$ cat src/rtl/smbw_pkg.sv
package smbw_pkg;

    localparam int BYTE_W = 8;
    localparam int WORD_W = 2 * BYTE_W;

    localparam logic [BYTE_W-1:0] CMD_CHG_CUR = 8'h14;
    localparam logic [BYTE_W-1:0] CMD_CHG_VLT = 8'h15;
    localparam logic [BYTE_W-1:0] CMD_RELEARN = 8'h3D;
    localparam logic [BYTE_W-1:0] CMD_IN_VLT  = 8'h3E;

    typedef enum logic [3:0] {
        ST_IDLE,
        ST_ADDR,
        ST_ADDR_ACK,
        ST_CMD,
        ST_CMD_ACK,
        ST_DLO,
        ST_DLO_ACK,
        ST_DHI,
        ST_DHI_ACK,
        ST_HOLD,
        ST_TX,
        ST_TX_ACK,
        ST_SKIP
    } smbw_state_e;

endpackage

$ cat src/rtl/smbw_deglitch.sv
module smbw_deglitch #(
    parameter int STABLE = 3
) (
    input  logic clk,
    input  logic rst_n,
    input  logic raw_i,
    output logic filt_o
);
    localparam int CW = $clog2(STABLE + 1);

    logic [1:0]    sync_q;
    logic [CW-1:0] cnt_q;

    // Two-flop synchronizer, then accept a new level only after it has held
    // for STABLE consecutive clocks.
    always_ff @(posedge clk or negedge rst_n) begin
        if (!rst_n) begin
            sync_q <= 2'b11;
            cnt_q  <= '0;
            filt_o <= 1'b1;
        end else begin
            sync_q <= {sync_q[0], raw_i};
            if (sync_q[1] != filt_o) begin
                if (cnt_q == CW'(STABLE - 1)) begin
                    filt_o <= sync_q[1];
                    cnt_q  <= '0;
                end else begin
                    cnt_q <= cnt_q + 1'b1;
                end
            end else begin
                cnt_q <= '0;
            end
        end
    end
endmodule

$ cat src/rtl/smbw_bus_events.sv
module smbw_bus_events #(
    parameter int STABLE = 3
) (
    input  logic clk,
    input  logic rst_n,
    input  logic scl_i,
    input  logic sda_i,
    output logic scl_lvl_o,
    output logic sda_lvl_o,
    output logic start_o,
    output logic stop_o,
    output logic rise_o,
    output logic fall_o
);
    localparam int LINES = 2;

    logic [LINES-1:0] raw;
    logic [LINES-1:0] filt;
    logic             scl_p;
    logic             sda_p;

    assign raw = {sda_i, scl_i};

    generate
        for (genvar g = 0; g < LINES; g++) begin : g_line
            smbw_deglitch #(.STABLE(STABLE)) u_flt (
                .clk    (clk),
                .rst_n  (rst_n),
                .raw_i  (raw[g]),
                .filt_o (filt[g])
            );
        end
    endgenerate

    always_ff @(posedge clk or negedge rst_n) begin
        if (!rst_n) begin
            scl_p <= 1'b1;
            sda_p <= 1'b1;
        end else begin
            scl_p <= filt[0];
            sda_p <= filt[1];
        end
    end

    assign scl_lvl_o = filt[0];
    assign sda_lvl_o = filt[1];
    assign rise_o    =  filt[0] & ~scl_p;
    assign fall_o    = ~filt[0] &  scl_p;
    assign start_o   =  filt[0] &  scl_p &  sda_p & ~filt[1];
    assign stop_o    =  filt[0] &  scl_p & ~sda_p &  filt[1];


    event_excl_chk: assert property (@(posedge clk) disable iff (!rst_n)
        $onehot0({start_o, stop_o, rise_o, fall_o}));
endmodule

$ cat src/rtl/smbw_cmd_sel.sv
module smbw_cmd_sel
    import smbw_pkg::*;
(
    input  logic [BYTE_W-1:0] cmd_i,
    input  logic [WORD_W-1:0] cur_i,
    input  logic [WORD_W-1:0] vlt_i,
    input  logic [WORD_W-1:0] rln_i,
    input  logic [WORD_W-1:0] vin_i,
    output logic              hit_o,
    output logic [WORD_W-1:0] val_o
);
    always_comb begin
        hit_o = 1'b1;
        unique case (cmd_i)
            CMD_CHG_CUR: val_o = cur_i;
            CMD_CHG_VLT: val_o = vlt_i;
            CMD_RELEARN: val_o = rln_i;
            CMD_IN_VLT:  val_o = vin_i;
            default: begin
                hit_o = 1'b0;
                val_o = '0;
            end
        endcase
    end
endmodule

$ cat src/rtl/smbw_word_slave.sv
module smbw_word_slave
    import smbw_pkg::*;
#(
    parameter logic [6:0] SLV_ADDR = 7'b0001001,
    parameter int         FILT_LEN = 3
) (
    input  logic              clk,
    input  logic              rst_n,
    input  logic              scl_i,
    input  logic              sda_i,
    output logic              sda_oe,
    output logic              wr_stb,
    output logic [BYTE_W-1:0] wr_cmd,
    output logic [WORD_W-1:0] wr_data,
    input  logic [WORD_W-1:0] rd_cur_i,
    input  logic [WORD_W-1:0] rd_vlt_i,
    input  logic [WORD_W-1:0] rd_rln_i,
    input  logic [WORD_W-1:0] rd_vin_i
);
    localparam int                BC_W     = $clog2(BYTE_W + 1);
    localparam logic [BC_W-1:0]   BYTE_END = BC_W'(BYTE_W);

    smbw_state_e       state, nxt;
    logic              scl_lvl, sda_lvl, start_ev, stop_ev, rise_ev, fall_ev;
    logic [BC_W-1:0]   bitcnt;
    logic [BYTE_W-1:0] rx_sh, tx_sh, cmd_q, lo_q, sel_cmd;
    logic [WORD_W-1:0] rd_hold, sel_val, word_q;
    logic              cmd_valid, cmd_hit, tx_hi, m_ack, byte_end, addr_ok;

    smbw_bus_events #(.STABLE(FILT_LEN)) u_evt (
        .clk       (clk),
        .rst_n     (rst_n),
        .scl_i     (scl_i),
        .sda_i     (sda_i),
        .scl_lvl_o (scl_lvl),
        .sda_lvl_o (sda_lvl),
        .start_o   (start_ev),
        .stop_o    (stop_ev),
        .rise_o    (rise_ev),
        .fall_o    (fall_ev)
    );

    // Decode the incoming byte while in CMD, otherwise the latched command.
    assign sel_cmd = (state == ST_CMD) ? rx_sh : cmd_q;

    smbw_cmd_sel u_sel (
        .cmd_i (sel_cmd),
        .cur_i (rd_cur_i),
        .vlt_i (rd_vlt_i),
        .rln_i (rd_rln_i),
        .vin_i (rd_vin_i),
        .hit_o (cmd_hit),
        .val_o (sel_val)
    );

    assign byte_end = (bitcnt == BYTE_END);
    assign addr_ok  = (rx_sh[7:1] == SLV_ADDR) && (!rx_sh[0] || cmd_valid);

    // Next-state logic
    always_comb begin
        nxt = state;
        if (stop_ev) begin
            nxt = ST_IDLE;
        end else if (start_ev) begin
            nxt = ST_ADDR;
        end else if (fall_ev) begin
            unique case (state)
                ST_ADDR:     if (byte_end) nxt = addr_ok ? ST_ADDR_ACK : ST_SKIP;
                ST_ADDR_ACK: nxt = rx_sh[0] ? ST_TX : ST_CMD;
                ST_CMD:      if (byte_end) nxt = cmd_hit ? ST_CMD_ACK : ST_SKIP;
                ST_CMD_ACK:  nxt = ST_DLO;
                ST_DLO:      if (byte_end) nxt = ST_DLO_ACK;
                ST_DLO_ACK:  nxt = ST_DHI;
                ST_DHI:      if (byte_end) nxt = ST_DHI_ACK;
                ST_DHI_ACK:  nxt = ST_HOLD;
                ST_TX:       if (byte_end) nxt = ST_TX_ACK;
                ST_TX_ACK:   nxt = (!tx_hi && m_ack) ? ST_TX : ST_SKIP;
                default:     nxt = state;
            endcase
        end
    end

    // State register
    always_ff @(posedge clk or negedge rst_n) begin
        if (!rst_n) state <= ST_IDLE;
        else        state <= nxt;
    end

    // Datapath and outputs
    always_ff @(posedge clk or negedge rst_n) begin
        if (!rst_n) begin
            bitcnt    <= '0;
            rx_sh     <= '0;
            tx_sh     <= '0;
            cmd_q     <= '0;
            lo_q      <= '0;
            word_q    <= '0;
            rd_hold   <= '0;
            cmd_valid <= 1'b0;
            tx_hi     <= 1'b0;
            m_ack     <= 1'b0;
            sda_oe    <= 1'b0;
            wr_stb    <= 1'b0;
            wr_cmd    <= '0;
            wr_data   <= '0;
        end else begin
            wr_stb <= 1'b0;
            if (stop_ev || start_ev) begin
                bitcnt <= '0;
                sda_oe <= 1'b0;
                if (stop_ev) begin
                    cmd_valid <= 1'b0;
                    if (state == ST_HOLD) begin
                        wr_stb  <= 1'b1;
                        wr_cmd  <= cmd_q;
                        wr_data <= word_q;
                    end
                end
            end else if (rise_ev) begin
                unique case (state)
                    ST_ADDR, ST_CMD, ST_DLO, ST_DHI: begin
                        if (!byte_end) begin
                            rx_sh  <= {rx_sh[BYTE_W-2:0], sda_lvl};
                            bitcnt <= bitcnt + 1'b1;
                        end
                    end
                    ST_TX:     if (!byte_end) bitcnt <= bitcnt + 1'b1;
                    ST_TX_ACK: m_ack <= ~sda_lvl;
                    default: ;
                endcase
            end else if (fall_ev) begin
                if (nxt != state) bitcnt <= '0;
                unique case (state)
                    ST_ADDR: begin
                        if (byte_end && addr_ok) begin
                            sda_oe <= 1'b1;
                            if (rx_sh[0]) rd_hold   <= sel_val;
                            else          cmd_valid <= 1'b0;
                        end
                    end
                    ST_ADDR_ACK: begin
                        if (rx_sh[0]) begin
                            tx_sh  <= rd_hold[BYTE_W-1:0];
                            sda_oe <= ~rd_hold[BYTE_W-1];
                            tx_hi  <= 1'b0;
                        end else begin
                            sda_oe <= 1'b0;
                        end
                    end
                    ST_CMD: begin
                        if (byte_end && cmd_hit) begin
                            sda_oe    <= 1'b1;
                            cmd_q     <= rx_sh;
                            cmd_valid <= 1'b1;
                        end
                    end
                    ST_DLO: begin
                        if (byte_end) begin
                            sda_oe <= 1'b1;
                            lo_q   <= rx_sh;
                        end
                    end
                    ST_DHI: begin
                        if (byte_end) begin
                            sda_oe <= 1'b1;
                            word_q <= {rx_sh, lo_q};
                        end
                    end
                    ST_CMD_ACK, ST_DLO_ACK, ST_DHI_ACK: sda_oe <= 1'b0;
                    ST_TX: begin
                        if (byte_end) begin
                            sda_oe <= 1'b0;
                        end else if (bitcnt != '0) begin
                            tx_sh  <= {tx_sh[BYTE_W-2:0], 1'b0};
                            sda_oe <= ~tx_sh[BYTE_W-2];
                        end
                    end
                    ST_TX_ACK: begin
                        if (!tx_hi && m_ack) begin
                            tx_sh  <= rd_hold[WORD_W-1:BYTE_W];
                            sda_oe <= ~rd_hold[WORD_W-1];
                            tx_hi  <= 1'b1;
                        end
                    end
                    default: ;
                endcase
            end
        end
    end


    sda_stable_chk: assert property (@(posedge clk) disable iff (!rst_n)
        (scl_lvl && $past(scl_lvl) && !$past(start_ev) && !$past(stop_ev)) |-> $stable(sda_oe));


    rx_ack_drive_chk: assert property (@(posedge clk) disable iff (!rst_n)
        (state == ST_ADDR_ACK || state == ST_CMD_ACK ||
         state == ST_DLO_ACK  || state == ST_DHI_ACK) |-> sda_oe);


    strobe_after_stop_chk: assert property (@(posedge clk) disable iff (!rst_n)
        wr_stb |-> ($past(stop_ev) && !$past(wr_stb)));


    tx_needs_cmd_chk: assert property (@(posedge clk) disable iff (!rst_n)
        (state == ST_TX) |-> cmd_valid);


    skip_release_chk: assert property (@(posedge clk) disable iff (!rst_n)
        (state == ST_SKIP || state == ST_IDLE) |-> !sda_oe);
endmodule

$ cat config.mk
export PLATFORM = sky130hd
export DESIGN_NAME = smbw_word_slave
export DESIGN_NICKNAME = d
export VERILOG_FILES = /design/src/rtl/smbw_pkg.sv /design/src/rtl/smbw_deglitch.sv /design/src/rtl/smbw_bus_events.sv /design/src/rtl/smbw_cmd_sel.sv /design/src/rtl/smbw_word_slave.sv
export SDC_FILE = /design/constraint.sdc
export NUM_CORES = 1
export LEC_CHECK = 0
export ABC_CLOCK_PERIOD_IN_PS = 4350
export CAP_MARGIN = 10
export CORE_ASPECT_RATIO = 0.75
export CORE_MARGIN = 5
export CORE_UTILIZATION = 50
export DETAILED_ROUTE_END_ITERATION = 10
export MAX_ROUTING_LAYER = met4
export PLACE_DENSITY = 0.8
export SLEW_MARGIN = 30
export SYNTH_ARGS = -nofsm -noshare
export SYNTH_HDL_FRONTEND = slang
export SYNTH_SLANG_ARGS = --single-unit
export TNS_END_PERCENT = 50
$ cat constraint.sdc
create_clock -name clk -period 4.35 [get_ports clk]
set_input_delay 1.0875 -clock clk [delete_from_list [all_inputs] [get_ports clk]]
set_output_delay 1.0875 -clock clk [all_outputs]
set_load 0.005 [all_outputs]
==> flow_metrics.env <==
export IMPL_final_area_um2=6700
export IMPL_synth_top_cell_area_share_pct=48.3
export IMPL_fin_util_pct=64.3
export IMPL_syn2layout_area_growth_pct=24.3
export IMPL_finalSetupViolations=0
export IMPL_cts_buffer_depth=2
export IMPL_vdd_ir_drop_max_uv=301
export IMPL_power_density_nw_per_um2=411
export IMPL_use_met2_pct=32.5
export IMPL_start_util_pct=51.8
export IMPL_muxShareOfSynthArea_pct=11.4
export IMPL_wl_per_cell_um=17.8
export IMPL_num_vias=4341
export IMPL_clk_latency_ps=340
export IMPL_synth_simple_area_share_pct=17.9
export IMPL_syn_area_per_cell_um2=10.3
export IMPL_relSlewSlack_pct=40.2
export IMPL_synthXorXnorAreaFrac_pct=0.813
export IMPL_rsz0062_at_grt="false"
export IMPL_rows=32
export IMPL_ys_seq_area_share_pct=52.2
export IMPL_grt_remaining_overflow=0
export IMPL_layout_commonest_cell="nand2_1"
export IMPL_synthesis_instances=525
export IMPL_io_buffer_count=93
export IMPL_synth_top_family_by_area="simple AND/OR/NAND/NOR gates"
export IMPL_cts_setup_buffers=0
export IMPL_final_hold_viol_count=0
export IMPL_async_flop_share_pct=100
export IMPL_cts_resized=0
export IMPL_grt_pass1_vias=4300
export IMPL_globalRoute_busiestLayer="met2"
export IMPL_dp_cells=729
export IMPL_clock_root_buffer="clkbuf_16"
export IMPL_slowest_stage="dfrtp_1"
export IMPL_die_h_um=99.9
export IMPL_status="finished clean"
export IMPL_critical_path_max_stage_delay_ps=690
export IMPL_grt_start_max_net_pins=84
export IMPL_numCtsBuffers=9
export IMPL_synth_edf_count=0
export IMPL_post_synth_num_cell_types=63
export IMPL_dp_hpwl_um=9690
export IMPL_worst_setup_path_end_kind="flip-flop"
export IMPL_fmaxAchievable_mhz=326
export IMPL_tns_ps=0
export IMPL_nFillCells=828
export IMPL_grtUsageTotal_pct=21.7
export IMPL_antenna_found_initial=0
export IMPL_ys_warnings_count=0
export IMPL_final_cells=745
export IMPL_fp_coreArea_um2=10400
export IMPL_drtIter0Drc=310
export IMPL_power_total_mw=2.76
export IMPL_critical_path_buf_inv_count=0
export IMPL_placed_cell_area_um2=6380
export IMPL_finalCritPeriodShare_pct=70.5
export IMPL_firstDrtPassIters=5
export IMPL_met3_usage_pct=5.05
export IMPL_antenna_left=0
export IMPL_min_period_ps=3070
export IMPL_crit_family="simple AND/OR/NAND/NOR gates"
export IMPL_cts_tree="done"
export IMPL_setup_worst_path_start_class="flip-flop"
export IMPL_synth_compound_area_share_pct=13.0
export IMPL_clkSinkCount=112
export IMPL_final_max_slew_violation_count=0
export IMPL_required_ps=4600
export IMPL_diodes=0
export IMPL_syn_area_um2=5390
export IMPL_final_cell_mix="nand2_1 (125), dfrtp_1 (104), clkdlybuf4s50_1 (92)"
export IMPL_cp_cell_sequence="and4bb_1, mux2i_4, and2_1, a221oi_1, o21ai_0"
export IMPL_grt_pass1_wl_um=21900
export IMPL_num_io_pins=94
export IMPL_p_leak_nw=3.06
export IMPL_fin_nets=677
export IMPL_fp_dieW_um=130
export IMPL_clock_skew_ps=8.42
export IMPL_htreeDepth=3
export IMPL_yosys_area_top_type="dfrtp_1"
export IMPL_wirelength_um=13300
export IMPL_postCtsHoldBufs=0
export IMPL_synth_area_leaders="dfrtp_1 (48%), mux2_2 (10%), nand2_1 (8.7%)"
export IMPL_drive_gt1_share_pct=14.1
export IMPL_ys_seq_elements=112
export IMPL_cp_arrival_ps=3320
export IMPL_critical_path_class="flip-flop to flip-flop"
export IMPL_path_max_fanout=18
export IMPL_use_met1_pct=30.5
export IMPL_cap_violations=0
export IMPL_route_detailed_drc=0
export IMPL_synthAdderAreaFrac_pct=1.16
export IMPL_cts_clk_slew_worst_paths_ps=70
export IMPL_r2r_slack_ps=1280
export IMPL_hold_class="flip-flop to flip-flop"
export IMPL_synth_nets=598
export IMPL_tightest_slew_ps=895
export IMPL_fp_dieArea_um2=13000
export IMPL_gp_congestion=0.925
export IMPL_ys_flop_type="dfrtp_1"
export IMPL_routed_via_density=5.83
cells by family after synthesis:
group	after synthesis
DFF	112
xor gates and xnor gates	5
buffers and inverters	42
and+or+nand+nor	201
muxes	54
adders and majority gates	5
AOI/OAI and AO/OA	106
cell usage after synthesis, drive strengths merged, types with 6 or more instances:
cell and instances:
a31oi 6, clkbuf 13, a221oi 16, buf 16
nor3 8, a21oi 29, a22oi 6, and2 6
nor2 9, dfrtp 104, inv 12, o21ai 25
mux2 49, nand2 125, nor2b 6, dfstp 8
nand3 10, nand4 10
metal layers:
layer	part of all wire, %	up-vias
met4	1.1	0
met2	47	134
met3	5.9	17
met5	0	-
li1	-	2026
met1	46	2164
state kept, by name, indices dropped and copies added (netlist names), 4 cells and up:
| signal | cells |
|---|---|
| wr_cmd | 8 |
| bitcnt | 4 |
| word_q | 16 |
| rx_sh | 8 |
| tx_sh | 7 |
| state | 4 |
| u_evt.g_line.u_flt.sync_q | 4 |
| rd_hold | 16 |
| wr_data | 16 |
| lo_q | 8 |
| cmd_q | 8 |
| u_evt.g_line.u_flt.cnt_q | 4 |
final cells by class:
| cell class | instances | area [um^2] | area share, % |
|---|---|---|---|
| timing repair buffer | 97 | 966 | 14.4 |
| sequential | 112 | 2810 | 42.0 |
| multi-input combinational | 371 | 2380 | 35.6 |
| clock inverter | 5 | 75.1 | 1.12 |
| tap | 136 | 170 | 2.54 |
| clock buffer | 11 | 243 | 3.62 |
| inverter | 13 | 48.8 | 0.729 |
power breakdown:
part / total [mW] / leakage, nW / internal [mW] / switching, mW
Combinational: 0.578 / 1.46 / 0.273 / 0.305
Sequential: 1.32 / 1.44 / 1.15 / 0.167
Clock: 0.862 / 0.155 / 0.475 / 0.387
final timing paths:
path                                                         to                       startpoint  cells after the start
max in group asynchronous                            wr_data[0]                            rst_n                      2
worst min-delay path            u_evt.g_line[1].u_flt.sync_q[1]  u_evt.g_line[1].u_flt.sync_q[0]                      0
worst max register to register                      rd_hold[15]                         state[1]                      5
worst max-delay path                                rd_hold[15]                         state[1]                      5
worst min register to register  u_evt.g_line[1].u_flt.sync_q[1]  u_evt.g_line[1].u_flt.sync_q[0]                      0
min in group asynchronous                              state[2]                            rst_n                      1
stage by stage:
step,hold WS [ps],setup slack [ps]
after floorplan,345,2030
after global placement,345,1380
after detailed placement,355,1290
after CTS,365,1270
after global routing,367,1110
final,360,1280
(Power assumes the default switching activity.)
